**src/rtl/aux_xlate_pkg.sv**
```systemverilog
package aux_xlate_pkg;

    localparam int CPU_AW  = 16;
    localparam int PHYS_AW = CPU_AW + 1;

    // Region boundaries (first address of each region)
    localparam logic [CPU_AW-1:0] LO_GEN_BASE  = 16'h0200;
    localparam logic [CPU_AW-1:0] TEXT_BASE    = 16'h0400;
    localparam logic [CPU_AW-1:0] MID_GEN_BASE = 16'h0800;
    localparam logic [CPU_AW-1:0] HIRES_BASE   = 16'h2000;
    localparam logic [CPU_AW-1:0] HI_GEN_BASE  = 16'h4000;
    localparam logic [CPU_AW-1:0] FOREIGN_BASE = 16'hC000;

    typedef enum logic [2:0] {
        RG_ZP    = 3'd0,
        RG_GEN   = 3'd1,
        RG_TEXT  = 3'd2,
        RG_HIRES = 3'd3,
        RG_NONE  = 3'd4
    } region_e;

    // Each 2-bit select: bit 0 = read aux, bit 1 = write aux
    typedef struct packed {
        logic       zp_aux;
        logic [1:0] gen_sel;
        logic [1:0] text_sel;
        logic [1:0] hires_sel;
    } bank_sel_t;

    typedef struct packed {
        logic alt_zp;
        logic rd_aux;
        logic wr_aux;
        logic store;
        logic page2;
        logic hires;
    } sw_flags_t;

endpackage

```
**src/rtl/axl_sel_reg.sv**
```systemverilog
module axl_sel_reg
    import aux_xlate_pkg::*;
(
    input  logic      clk,
    input  logic      rst_n,
    input  sw_flags_t flags,
    output bank_sel_t sel_q
);
    bank_sel_t sel_d;
    logic [1:0] rw_sel;

    always_comb begin
        rw_sel          = {flags.wr_aux, flags.rd_aux};
        sel_d           = '0;
        sel_d.zp_aux    = flags.alt_zp;
        sel_d.gen_sel   = rw_sel;
        sel_d.text_sel  = flags.store ? {2{flags.page2}} : rw_sel;
        sel_d.hires_sel = (flags.store && flags.hires) ? {2{flags.page2}} : rw_sel;
    end

    always_ff @(posedge clk) begin
        if (!rst_n) sel_q <= '0;
        else        sel_q <= sel_d;
    end

    // Selects return to main after a reset cycle
    assert_reset_main_R8: assert property (@(posedge clk)
        !$past(rst_n) |-> (sel_q == '0));
endmodule

```
**src/rtl/axl_region_dec.sv**
```systemverilog
module axl_region_dec
    import aux_xlate_pkg::*;
(
    input  logic [CPU_AW-1:0] addr,
    output region_e           region
);
    always_comb begin
        if (addr >= FOREIGN_BASE)      region = RG_NONE;
        else if (addr >= HI_GEN_BASE)  region = RG_GEN;
        else if (addr >= HIRES_BASE)   region = RG_HIRES;
        else if (addr >= MID_GEN_BASE) region = RG_GEN;
        else if (addr >= TEXT_BASE)    region = RG_TEXT;
        else if (addr >= LO_GEN_BASE)  region = RG_GEN;
        else                           region = RG_ZP;
    end
endmodule

```
**src/rtl/axl_half_pick.sv**
```systemverilog
module axl_half_pick
    import aux_xlate_pkg::*;
(
    input  region_e   region,
    input  bank_sel_t sel,
    input  logic      wr,
    output logic      aux,
    output logic      in_ram
);
    logic [1:0] pair;

    always_comb begin
        in_ram = 1'b1;
        pair   = 2'b00;
        unique case (region)
            RG_ZP:    pair = {2{sel.zp_aux}};
            RG_GEN:   pair = sel.gen_sel;
            RG_TEXT:  pair = sel.text_sel;
            RG_HIRES: pair = sel.hires_sel;
            default:  in_ram = 1'b0;
        endcase
        aux = wr ? pair[1] : pair[0];
    end
endmodule

```
**src/rtl/aux_bank_xlate.sv**
```systemverilog
module aux_bank_xlate
    import aux_xlate_pkg::*;
(
    input  logic                clk,
    input  logic                rst_n,
    input  logic [CPU_AW-1:0]   cpu_addr,
    input  logic                mem_req,
    input  logic                mem_wr,
    input  logic                sw_alt_zp,
    input  logic                sw_rd_aux,
    input  logic                sw_wr_aux,
    input  logic                sw_store,
    input  logic                sw_page2,
    input  logic                sw_hires,
    output logic [PHYS_AW-1:0]  phys_addr,
    output logic                ram_en
);
    sw_flags_t flags;
    bank_sel_t sel_q;
    region_e   region;
    logic      aux;
    logic      in_ram;

    assign flags = '{alt_zp: sw_alt_zp, rd_aux: sw_rd_aux, wr_aux: sw_wr_aux,
                     store: sw_store, page2: sw_page2, hires: sw_hires};

    axl_sel_reg u_sel (
        .clk   (clk),
        .rst_n (rst_n),
        .flags (flags),
        .sel_q (sel_q)
    );

    axl_region_dec u_dec (
        .addr   (cpu_addr),
        .region (region)
    );

    axl_half_pick u_pick (
        .region (region),
        .sel    (sel_q),
        .wr     (mem_wr),
        .aux    (aux),
        .in_ram (in_ram)
    );

    assign phys_addr = in_ram ? {aux, cpu_addr} : {1'b0, cpu_addr};
    assign ram_en    = mem_req & in_ram;

    // Low address bits pass straight through
    assert_addr_pass_R1: assert property (@(posedge clk) disable iff (!rst_n)
        ram_en |-> (phys_addr[CPU_AW-1:0] == cpu_addr));

    // Zero page follows the flag registered on the previous edge
    assert_zp_flag_R2: assert property (@(posedge clk) disable iff (!rst_n)
        ($past(rst_n) && ram_en && cpu_addr < LO_GEN_BASE)
        |-> (phys_addr[CPU_AW] == $past(sw_alt_zp)));

    // Display store with hi-res: page select decides the hi-res region
    assert_hires_page_R4: assert property (@(posedge clk) disable iff (!rst_n)
        ($past(rst_n) && $past(sw_store && sw_hires) && ram_en &&
         cpu_addr >= HIRES_BASE && cpu_addr < HI_GEN_BASE)
        |-> (phys_addr[CPU_AW] == $past(sw_page2)));

    // Upper area never enabled, lower area always enabled on request
    assert_foreign_off_R7: assert property (@(posedge clk) disable iff (!rst_n)
        (cpu_addr >= FOREIGN_BASE) |-> !ram_en);
    assert_ram_on_R7: assert property (@(posedge clk) disable iff (!rst_n)
        (mem_req && cpu_addr < FOREIGN_BASE) |-> ram_en);
endmodule

```
**config.mk**
```make
export PLATFORM = sky130hd
export DESIGN_NAME = aux_bank_xlate
export DESIGN_NICKNAME = d
export VERILOG_FILES = /design/src/rtl/aux_xlate_pkg.sv /design/src/rtl/axl_sel_reg.sv /design/src/rtl/axl_region_dec.sv /design/src/rtl/axl_half_pick.sv /design/src/rtl/aux_bank_xlate.sv
export SDC_FILE = /design/constraint.sdc
export NUM_CORES = 1
export LEC_CHECK = 0
export BUFFER_PORTS_ARGS = -buffer_cell sky130_fd_sc_hd__clkbuf_2
export CAP_MARGIN = 20
export CORE_AREA = 3 3 43 45
export DETAILED_ROUTE_END_ITERATION = 8
export DIE_AREA = 0 0 46 48
export HOLD_SLACK_MARGIN = 0.03
export PLACE_DENSITY_LB_ADDON = 0.15
export SYNTH_ARGS = -nofsm -noshare
export SYNTH_HDL_FRONTEND = slang
export SYNTH_SLANG_ARGS = --single-unit
```
**constraint.sdc**
```tcl
create_clock -name clk -period 1 [get_ports clk]
set_input_delay 0.1 -clock clk [delete_from_list [all_inputs] [get_ports clk]]
set_output_delay 0.1 -clock clk [all_outputs]
set_load 0.01 [all_outputs]
```
* Yosys cells after proc, flatten, opt, wreduce, memory -nomap -nowiden
Cells that the tools add are included.
** Word-level totals
- Input bits :: 26
- Bits in registers :: 7
** Operators by class
- Bitwise operators :: 1
- Mux-type cells :: 12
- $lt $le $gt $ge :: 6
- Eq/ne operators :: 3
- Reductions and logical operators :: 3
** Operators by type and width (count)
- $mux 17 :: 1
- $ge 16x10->1 const B :: 1
- $ge 16x11->1 const B :: 1
- $ge 16x12->1 const B :: 1
- $ge 16x14->1 const B :: 1
- $ge 16x15->1 const B :: 1
- $ge 16x16->1 const B :: 1
- $mux 3 :: 5
- $pmux 2 s4 :: 1
- $eq 3x2->1 const B :: 2
- $mux 2 :: 2
- $reduce_or 4->1 :: 1
- $eq 3x1->1 const B :: 1
- $logic_not 3->1 :: 1
- $mux 1 :: 3
- $and 1x1->1 :: 1
- $logic_and 1x1->1 :: 1

* Logic depth before layout (Yosys ltp)
Gate-level depths: netlist of the first run.
- Depth after elaboration :: 11
- Mapped depth :: 4
- Depth with buffers taken out :: 4

* Cells and area by module
A second synthesis of the first run with hierarchy kept.
** Second synthesis, totals
- Cells, all modules :: 54
- Area, all modules :: 469.2 um^2
** Modules (own cells, without submodules)
- axl_sel_reg :: times used 1, cells an instance 21, area each 226.5 um^2, seq. area each 140.1 um^2
- aux_bank_xlate :: times used 1, cells an instance 18, area each 132.6 um^2, seq. area each 0.0 um^2
- axl_half_pick :: times used 1, cells an instance 7, area each 61.3 um^2, seq. area each 0.0 um^2
- axl_region_dec :: times used 1, cells an instance 8, area each 48.8 um^2, seq. area each 0.0 um^2

* Worst setup path before layout of the first run
Ideal clock, no wire load.
- Kind :: input port to output port
- From :: input cpu_addr[11]
- To :: output phys_addr[16]
- Buffers on the path :: 0
- Stages on the path :: 4
- Arrival time :: 0.998 ns
- Slack :: -0.098 ns
- Required time :: 0.900 ns
- Path through :: or4_4 -> nor3_2 -> a21oi_1 -> a21o_1
** On the way
- Word-level cells in the longest chain between the ends :: 11
- Elaborated cells on any way between the ends :: 21
** RTL lines
- from (decl) :: line aux_bank_xlate.sv:6 : input logic [CPU_AW-1:0] cpu_addr,
- $ge 16x10->1 :: line axl_region_dec.sv:13 : else if (addr >= LO_GEN_BASE) region = RG_GEN;
- $mux 1 :: line axl_region_dec.sv:13
- $mux 3 :: line axl_region_dec.sv:12 : else if (addr >= TEXT_BASE) region = RG_TEXT;
- $mux 3 :: line axl_region_dec.sv:11 : else if (addr >= MID_GEN_BASE) region = RG_GEN;
- $mux 3 :: line axl_region_dec.sv:10 : else if (addr >= HIRES_BASE) region = RG_HIRES;
- $mux 3 :: line axl_region_dec.sv:9 : else if (addr >= HI_GEN_BASE) region = RG_GEN;
- $mux 3 * :: line axl_region_dec.sv:8 : if (addr >= FOREIGN_BASE) region = RG_NONE;
- $eq 3x2->1 (tied with other cells) :: line axl_half_pick.sv:15 : unique case (region)
- $pmux 2 s4 or $reduce_or 4->1 (tied branches)
- $mux 1, on equally long branches :: line axl_half_pick.sv:22, axl_half_pick.sv:15
- $mux 17 * :: line aux_bank_xlate.sv:47 : assign phys_addr = in_ram ? {aux, cpu_addr} : {1'b0, cpu_addr};
- to (decl) :: line aux_bank_xlate.sv:15 : output logic [PHYS_AW-1:0] phys_addr,
Every way passes the cells marked *; elsewhere a longest branch is shown, timed or not.

* Final worst setup path of the first run
- From :: register u_sel.sel_q[3] (netlist name)
- To :: output phys_addr[16]
** On the way
- Word-level cells in the longest chain between the ends :: 3
** RTL lines
- $pmux 2 s4 :: line axl_half_pick.sv:15
- $mux 1 :: line axl_half_pick.sv:22 : aux = wr ? pair[1] : pair[0];
- $mux 17 :: line aux_bank_xlate.sv:47
No other way between the ends.

==> results of run 1 <==
## cell type report
class                      instances  share of cell area, %
sequential                         7                   24.5
tap                               16                   3.49
multi-input combinational         30                   36.5
clock buffer                       4                   4.59
timing repair buffer              32                   31.0
## kinds of logic after synthesis
logic type | after synthesis
flops | 7
simple gates | 17
compound gates | 9
buf+inv | 16
mux | 4
## routing by layer
| metal | up-vias | track usage [%] | share of wire [%] |
|---|---|---|---|
| li1 | 205 | - | - |
| met1 | 169 | 6.18 | 36 |
| met2 | 25 | 17.0 | 49 |
| met3 | 0 | 3.01 | 15 |
| met4 | 0 | 5.11 | 0 |
| met5 | - | 0 | 0 |
## what timing repair did
item / CTS / global route
endpoints found under the hold margin: 0 / 0
resized for setup: 1 / 0
setup endpoints to repair: 1 / 1
## Yosys cell counts
library cell / count / area (um2)
and2_1: 3 / 18.8
o21ai_0: 1 / 5.00
mux2_2: 1 / 11.3
a22oi_1: 1 / 7.51
nor2b_1: 3 / 18.8
and3_1: 1 / 6.26
or4_4: 1 / 11.3
nor3_2: 1 / 10.0
nor3b_1: 1 / 7.51
nand2_1: 2 / 7.51
mux2i_1: 3 / 30.0
nor2_1: 2 / 7.51
nor3_1: 1 / 5.00
a21oi_1: 3 / 15.0
a21boi_0: 3 / 22.5
nand2b_1: 2 / 12.5
buf_4: 16 / 120
a21o_1: 1 / 7.51
dfxtp_1: 7 / 140
## metrics by stage
stage	utilization (%)	std cells	power [mW]
3_5_place_dp	36.0	85	0.460
4_1_cts	38.0	89	0.709
3_3_place_gp	36.0	85	0.458
6_report	38.0	89	0.697
5_1_grt	38.0	89	0.731
2_1_floorplan	-	53	0.421
## critical path, delay by kind of cell, from the launching register on
family          cells  cell delay, ps
flops               1             300
mux                 1             260
simple gates        1              80
buf+inv             1             120
compound gates      2             280
## final timing paths
kind,start,end,slack (ps),cells past startpoint
worst max-delay path,u_sel.sel_q[3]$_SDFF_PN0_,phys_addr[16],-380,5
worst min-delay path,sw_alt_zp,u_sel.sel_q[6]$_SDFF_PN0_,70,2
## power by group through the flow
stage / Combinational, mW / Sequential (mW) / Clock (mW)
4_1_cts: 0.157 / 0.301 / 0.251
5_1_grt: 0.171 / 0.302 / 0.258
6_report: 0.154 / 0.300 / 0.243
3_3_place_gp: 0.153 / 0.305 / 0
2_1_floorplan: 0.116 / 0.305 / 0
3_5_place_dp: 0.154 / 0.306 / 0
==> summary.md, run 1 <==
| Metric | Value |
|---|---|
| Worst endpoint required time | 900 ps |
| Count of pins over their slew limit | 0 |
| Rows | 14 |
| Max cap viols | 0 |
| Final Hold Fails | 0 |
| Multiplexer area fraction after synthesis | 8.89% |
| Post-synthesis compound-gate area fraction | 12.4% |
| Placed cell area | 542 um2 |
| PwrDens | 1220 nW/um2 |
| Routability congestion estimate | 0.658 |
| First-pass GRT wire length | 1.28 mm |
| CTS tree | built |
| Slew at the pin closest to its max-slew limit | 205 ps |
| Seq pwr share | 43.1% |
| Max transition margin | 86.2% |
| Post-synthesis xor/xnor area fraction | 0% |
| DRC Markers | 0 |
| Synthesized Nets | 79 |
| Setup-failing EPs final | 1 |
| Setup tns final | -384 ps |
| Floorplan core area | 1510 um2 |
| Fillers | 166 |
| Layout cells sized above 1 | 53.4% |
| Area occupied by multi-input gates | 209 um2 |
| Fmax achieved | 722 MHz |
| Routed WL | 855 um |
| Minimum clock period | 1380 ps |
| Critical Path Source Type | register |
| Final hold slack | 69.4 ps |
| Yosys cell types | 19 |
| Pint | 0.534 mW |
| CP Class | reg -> out |
| Failing checks | setup timing |
| Comb power frac | 22.0% |
| Area delta synth->final | 23.5% |
| Clock power share | 34.8% |
| Commonest non-fill, non-tap cell in the layout | clkbuf_2 |
| Largest net degree at the start of global routing | 8 |
| Die height | 48 um |
| Num CTS Buffers | 3 |
| Antenna fix cells | 0 |
| ANT nets after route | 0 |
| Ys Warns | 0 |
| Die area | 2210 um2 |
| Sink Count | 7 |
| Lkg Pwr | 0.297 nW |
| Pre-CTS setup slack | -334 ps |
| Post-Synth Simple-Gate Area | 22.6% |
| H-tree depth | 1 |
| Slowest stage delay, CP | 300 ps |
| Sw frac | 23.4% |
| Initial antenna violation count | 0 |
| Register area | 140 um2 |
| Post-CTS Setup Inserts | 0 |
| Adder and majority gate portion of the synthesized area | 0% |
| Sw power | 0.163 mW |
| Synth Cell Area | 464 um2 |
| Total I/O pin count | 44 |
| Total GRT Usage | 8.24% |
| Clock Path Buffers | 2 |
| Main combinational cell family by area after synthesis | buffers and inverters |
| Iter 0 DRT Violations | 0 |
| Via count | 399 |
| Clock transition at path regs | 50 ps |
| Crit path DAT | 1280 ps |
| Initial core utilization | 30.8% |
| Hold Buf Count CTS | 0 |
| Seq cells post-synth | 7 |
| Final-stage net count | 100 |
| Port buffer count | 25 |
| Biggest regs | u_sel.sel_q: 7 flops |
| Cell-by-cell trace of the critical path | mux2_2 > a22oi_2 > nor3_1 > a21o_1 > clkbuf_2 |
| Drt first pass iters | 1 |
| Crit path max fanout | 1 |
| Avg Synthesized Cell Area | 8.76 um2 |
| Clock root cell | clkbuf_4 |
| DR vias/cell | 4.48 |
| Global route overflow | 0 |
| Slowest cell on crit path | dfxtp_1 |
| Finished layout cell area | 573 um2 |
| Largest register by flop count | u_sel.sel_q |
| Final setup margin | -384 ps |
| Highest-count cells in the layout ignoring fill and taps | 25 x clkbuf_2, 7 x buf_4, 7 x dfxtp_1 |
| Outcome | finished with violations |
| Die W | 46 um |
| Number of global-route vias before repair | 343 |
| Average wire per standard cell | 9.61 um |
| IR drop worst, VDD | 0.492 mV |
| Final HPWL DP | 779 um |
| Period utilization | 138% |
| Part of the Yosys area used for sequential elements | 30.2% |
| Hold crit path type | in -> reg |
| Unrepaired setup endpoints after global routing | true |
| Crit. End Element | primary output |
| Largest register FFs | 7 |
| Mapped Cells | 53 |
Power figures use the tool's default switching activity.
==> run 2: changes to the inputs <==
- ABC_AREA: default -> 1
- CORE_AREA: 3 3 43 45 -> 3 3 44 46
- DIE_AREA: 0 0 46 48 -> 0 0 47 49
==> summary.md, run 2 <==
| Metric | Value |
|---|---|
| Outcome | finished with violations |
| Failing checks | setup timing |
| Setup tns final | -175 ps (+210 ps) |
| Crit path max fanout | 1 (unchanged) |
| Initial core utilization | 32.4% (+1.6 points) |
| Part of the Yosys area used for sequential elements | 28.1% (-2.1 points) |
| H-tree depth | 1 (unchanged) |
| Num CTS Buffers | 3 (unchanged) |
| Routed WL | 903 um (+5.6%) |
| Antenna fix cells | 0 (unchanged) |
| Biggest regs | u_sel.sel_q: 7 flops |
| Clock transition at path regs | 50 ps (about the same) |
| Number of global-route vias before repair | 381 (+11%) |
| Initial antenna violation count | 0 (unchanged) |
| Post-synthesis xor/xnor area fraction | 0% (unchanged) |
| Post-Synth Simple-Gate Area | 27.6% (+4.9 points) |
| DR vias/cell | 4.17 (-7.1%) |
| Commonest cells in the synthesized netlist | 17 x nand2_1, 16 x buf_4, 12 x inv_1 |
| Pre-CTS setup slack | -77.6 ps (+256 ps) |
| First-pass GRT wire length | 1.37 mm (+7.1%) |
| CP top delay family | flip-flops |
| Multiplexer area fraction after synthesis | 2.01% (-6.9 points) |
| Highest-count cells in the layout ignoring fill and taps | 24 x clkbuf_2, 17 x nand2_1, 12 x inv_1 |
| Post-CTS Setup Inserts | 0 (unchanged) |
| Avg Synthesized Cell Area | 6.48 um2 (-26%) |
| Count of pins over their slew limit | 0 (unchanged) |
| Top-count cell post-synth | nand2_1 |
| Synth area leader | dfxtp_1 |
| Port buffer count | 25 (unchanged) |
| Post-synthesis compound-gate area fraction | 6.77% (-5.6 points) |
| Synthesized Nets | 103 (+30%) |
| Main combinational cell family by area after synthesis | buffers and inverters |
| DRC Markers | 0 (unchanged) |
| Unrepaired setup endpoints after global routing | true |
| Power Total | 0.689 mW (-1.0%) |
| Slowest cell on crit path | dfxtp_1 |
| Final setup margin | -175 ps (+210 ps) |
| Max transition margin | 91.0% (+4.8 points) |
| Commonest non-fill, non-tap cell in the layout | clkbuf_2 |
| Final Hold Fails | 0 (unchanged) |
| Post-route core utilization | 37.0% (-1.0 points) |
| Lkg Pwr | 0.357 nW (+20%) |
| Clock root cell | clkbuf_4 |
| Drt first pass iters | 1 (unchanged) |
| Max cap viols | 0 (unchanged) |
| ANT nets after route | 0 (unchanged) |
| Period utilization | 117% (-21 points) |
| IR drop worst, VDD | 0.585 mV (+19%) |
| Rows | 14 (unchanged) |
| Synth async-reset ratio | 0% (unchanged) |
| CP Buf/Inv Count | 1 (unchanged) |
| Critical Path Source Type | register |
| Minimum clock period | 1170 ps (-210 ps) |
| Iter 0 DRT Violations | 0 (unchanged) |
| CTS tree | built |
| Cell-by-cell trace of the critical path | nand2_1 > nor3_1 > nor2_1 > a21oi_2 > buf_2 |
| Final HPWL DP | 816 um (+4.7%) |
| Hold Buf Count CTS | 0 (unchanged) |
| PwrDens | 1210 nW/um2 (-0.61%) |
| Fmax achieved | 851 MHz (+18%) |
| Die area | 2300 um2 (+4.3%) |
| Die W | 47 um (+2.2%) |
| Main synth FF type | dfxtp_1 |
| Largest register by flop count | u_sel.sel_q |
| Routability congestion estimate | 0.710 (+7.9%) |
| Ys Warns | 0 (unchanged) |
| Mapped Cells | 77 (+45%) |
| Hold crit path type | in -> reg |
| Share of Yosys cell area claimed by the top area cell type | 28.1% (-2.1 points) |
| CP Class | reg -> out |
| Seq cells post-synth | 7 (unchanged) |
| Largest net degree at the start of global routing | 6 (-2) |
| Sink Count | 7 (unchanged) |
| Post-synth EDFFs | 0 (unchanged) |
| Synth area leaders | dfxtp_1 28%, buf_4 24%, nand2_1 13% |
| Floorplan core area | 1540 um2 (+2.3%) |
| Total I/O pin count | 44 (unchanged) |
| Global route overflow | 0 (unchanged) |
| Adder and majority gate portion of the synthesized area | 0% (unchanged) |
| Yosys cell types | 17 (-2) |
| Via count | 450 (+13%) |
| Largest register FFs | 7 (unchanged) |
| Slowest stage delay, CP | 300 ps (about the same) |
| Area delta synth->final | 14.3% |
| Average wire per standard cell | 8.36 um (-13%) |
| Crit path DAT | 1070 ps (-210 ps) |
| Worst endpoint required time | 900 ps (about the same) |
| Total GRT Usage | 8.39% (+0.15 points) |
| Setup-failing EPs final | 1 (unchanged) |
| Synth Cell Area | 499 um2 (+7.5%) |
| Final-stage net count | 119 (+19%) |
| Clock Path Buffers | 2 (unchanged) |
| Die height | 49 um (+2.1%) |
| Layout cells sized above 1 | 42.4% (-11 points) |
| Slew at the pin closest to its max-slew limit | 131 ps (-73.5 ps) |
| Crit. End Element | primary output |
## run 2: changes by cell type after synthesis, sizes merged, moves of 3 or more
cell,delta
nor2,+5
and2,-3
nand3,+4
a21boi,-3
o21ai,+3
inv,+14
nor2b,-3
nand2,+17
## run 2: kinds of logic (layout without fill, tap and decap cells)
kind of cell | after synthesis | after routing
and+or+nand+nor | 32 | 32
buffers and inverters | 31 | 46
DFF | 7 | 7
muxes | 1 | 1
AOI/OAI and AO/OA | 6 | 6
## run 2: area by class of cell
| class | count | area [um2] |
|---|---|---|
| Timing Repair Buffer | 27 | 140 |
| Fill cell | 193 | 971 |
| Multi-Input combinational cell | 39 | 185 |
| Clock buffer | 4 | 26.3 |
| Sequential cell | 7 | 141 |
| Tap cell | 16 | 20.0 |
| Inverter | 15 | 57.6 |
## run 2: report_power, final
part           internal, mW  leakage [nW]  switching, mW
Sequential            0.298        0.0586        0.00492
Clock                 0.151        0.0150         0.0907
Combinational        0.0678         0.284         0.0764
## run 2: worst paths after layout
path,endpoint,slack (ps),cells past startpoint,from
max,phys_addr[16],-170,5,u_sel.sel_q[2]$_SDFF_PN0_
min,u_sel.sel_q[6]$_SDFF_PN0_,40,3,sw_alt_zp
## run 2: timing repair
item / in CTS / in global routing
resized for setup: 1 / 2
setup endpoints to repair: 1 / 1
endpoints found under the hold margin: 0 / 0
pin swaps: 5 / 1
## run 2: metrics by stage
step                      cell area [um2]  cells  hold slack [ps]
after global routing                  571    108             55.1
after CTS                             567    108             35.4
after global placement                539    104              200
final                                 571    108             40.8
after floorplan                       499     77              193
after detailed placement              539    104              200
## run 2: routing by layer
layer  routed length, um  track usage [%]  vias to the layer above  part of all wire [%]
met1                 316             7.73                      176                    35
met4                  25             6.91                        0                   2.8
met3                 139             3.69                        4                    15
li1                    -                -                      246                     -
met5                   0                0                        -                     0
met2                 422             13.3                       24                    47
==> run 3: changes to the inputs <==
- PLACE_DENSITY: default -> 0.78
- PLACE_DENSITY_LB_ADDON: 0.15 -> default
==> summary.md, run 3 (synthesized netlist as in run 2, its figures left out) <==
| Metric | Value |
|---|---|
| Failing checks | setup timing |
| Port buffer count | 25 (unchanged) |
| Count of pins over their slew limit | 0 (unchanged) |
| CP top delay family | flip-flops |
| Clock Path Buffers | 2 (unchanged) |
| Routed WL | 954 um (+5.6%) |
| IR drop worst, VDD | 0.492 mV (-16%) |
| Minimum clock period | 1210 ps (+35.8 ps) |
| Most used cell, CP | nand2_1 |
| Clock root cell | clkbuf_4 |
| Biggest regs | u_sel.sel_q: 7 flops |
| Placed cell area | 547 um2 (+1.4%) |
| ANT nets after route | 0 (unchanged) |
| Antenna fix cells | 0 (unchanged) |
| Die W | 47 um (unchanged) |
| Floorplan core area | 1540 um2 (unchanged) |
| First-pass GRT wire length | 1.58 mm (+16%) |
| Via count | 473 (+5.1%) |
| H-tree depth | 1 (unchanged) |
| CP Class | reg -> out |
| Final HPWL DP | 837 um (+2.6%) |
| Max transition margin | 91.8% (+0.80 points) |
| Hold wc startpoint | sw_alt_zp |
| Hold Buf Count CTS | 0 (unchanged) |
| Largest register by flop count | u_sel.sel_q |
| Total I/O pin count | 44 (unchanged) |
| Die area | 2300 um2 (unchanged) |
| Final setup margin | -211 ps (-35.8 ps) |
| CP Buf/Inv Count | 1 (unchanged) |
| Hold Path Sink | u_sel.sel_q[6]$_SDFF_PN0_ |
| Clock transition at path regs | 50 ps (about the same) |
| Initial antenna violation count | 0 (unchanged) |
| Routability congestion estimate | 0.746 (+5.1%) |
| Num CTS Buffers | 3 (unchanged) |
| Power Total | 0.704 mW (+2.1%) |
| Hold path cells | 3 (unchanged) |
| Slowest cell on crit path | dfxtp_1 |
| Worst endpoint required time | 900 ps (about the same) |
| Layout cells sized above 1 | 45.2% (+2.8 points) |
| Iter 0 DRT Violations | 4 (+4) |
| Hold crit path type | in -> reg |
| Largest net degree at the start of global routing | 6 (unchanged) |
| Period utilization | 121% (+3.6 points) |
| Sink Count | 7 (unchanged) |
| Max cap viols | 0 (unchanged) |
| Crit path DAT | 1110 ps (+40 ps) |
| Total GRT Usage | 9.37% (+0.97 points) |
| Final Hold Fails | 0 (unchanged) |
| Lkg Pwr | 0.365 nW (+2.1%) |
| Highest-count cells in the layout ignoring fill and taps | 24 x clkbuf_2, 17 x nand2_1, 12 x inv_1 |
| Unrepaired setup endpoints after global routing | true |
| Fillers | 182 (-5.7%) |
| Commonest non-fill, non-tap cell in the layout | clkbuf_2 |
| Initial core utilization | 32.4% (unchanged) |
| Global route overflow | 0 (unchanged) |
| CTS tree | built |
| Cell-by-cell trace of the critical path | nand2_1 > nand3b_1 > nand2_1 > nor2_1 > a21oi_2 > buf_2 |
| Final-stage net count | 120 (+0.84%) |
| Outcome | finished with violations |
| Finished layout cell area | 588 um2 (+3.1%) |
| Area delta synth->final | 17.8% |
| Average wire per standard cell | 8.75 um (+4.7%) |
| Largest register FFs | 7 (unchanged) |
| Crit. End Element | primary output |
| Critical Path Source Type | register |
| DRC Markers | 0 (unchanged) |
| PwrDens | 1200 nW/um2 (-0.96%) |
| Slowest stage delay, CP | 310 ps (about the same) |
| Setup-failing EPs final | 1 (unchanged) |
| DR vias/cell | 4.34 (+4.1%) |
| Die height | 49 um (unchanged) |
| Rows | 14 (unchanged) |
| Crit path max fanout | 1 (unchanged) |
| Number of global-route vias before repair | 441 (+16%) |
| Slew at the pin closest to its max-slew limit | 120 ps (-11.7 ps) |
| Fmax achieved | 826 MHz (-3.0%) |
| Drt first pass iters | 2 (+1) |
-- run 3: what timing repair did --
item / in CTS / in global routing
gates resized for setup: 2 / 3
buffers inserted: 0 / 0
setup endpoints to repair: 1 / 1
pin swaps: 7 / 2
-- run 3: how the worst max path moves through the flow --
stage,cells after the start,end,startpoint,slack (ps)
3_3_place_gp,9,phys_addr[16],cpu_addr[11],-50
4_1_cts,6,phys_addr[16],u_sel.sel_q[3]$_SDFF_PN0_,-210
2_1_floorplan,4,phys_addr[16],u_sel.sel_q[2]$_SDFF_PN0_,160
3_5_place_dp,9,phys_addr[16],cpu_addr[11],-70
6_report,6,phys_addr[16],u_sel.sel_q[3]$_SDFF_PN0_,-210
5_1_grt,7,phys_addr[16],u_sel.sel_q[1]$_SDFF_PN0_,-320
-- run 3: layout make-up --
type / instances / area (um2) / area share [%]
Clock buffer: 4 / 26.3 / 4.47
Inverter: 15 / 57.6 / 9.79
Multi-Input combinational cell: 39 / 195 / 33.2
Sequential cell: 7 / 141 / 24.0
Tap cell: 16 / 20.0 / 3.40
Timing Repair Buffer: 28 / 148 / 25.1
-- run 3: metrics by stage --
step	util (%)	TNS, ps	hold WS, ps	setup WS [ps]	cells
after floorplan	-	0	193	160	77
after global placement	35.5	-47.6	200	-47.6	105
after detailed placement	35.5	-67.5	200	-67.5	105
after CTS	37.8	-213	36.6	-213	109
after global routing	38.1	-323	59.3	-323	109
final	38.1	-211	37.1	-211	109
-- run 3: power by group --
group / switching (mW) / internal (mW)
Sequential: 0.00495 / 0.298
Clock: 0.0984 / 0.152
Combinational: 0.0796 / 0.0707
Total: 0.183 / 0.521
-- run 3: layer usage --
| metal | track usage, % | wire length [um] | up-vias |
|---|---|---|---|
| li1 | - | - | 247 |
| met1 | 8.35 | 311 | 198 |
| met2 | 15.2 | 484 | 22 |
| met3 | 4.06 | 140 | 6 |
| met4 | 7.83 | 18 | 0 |
| met5 | 0 | 0 | - |
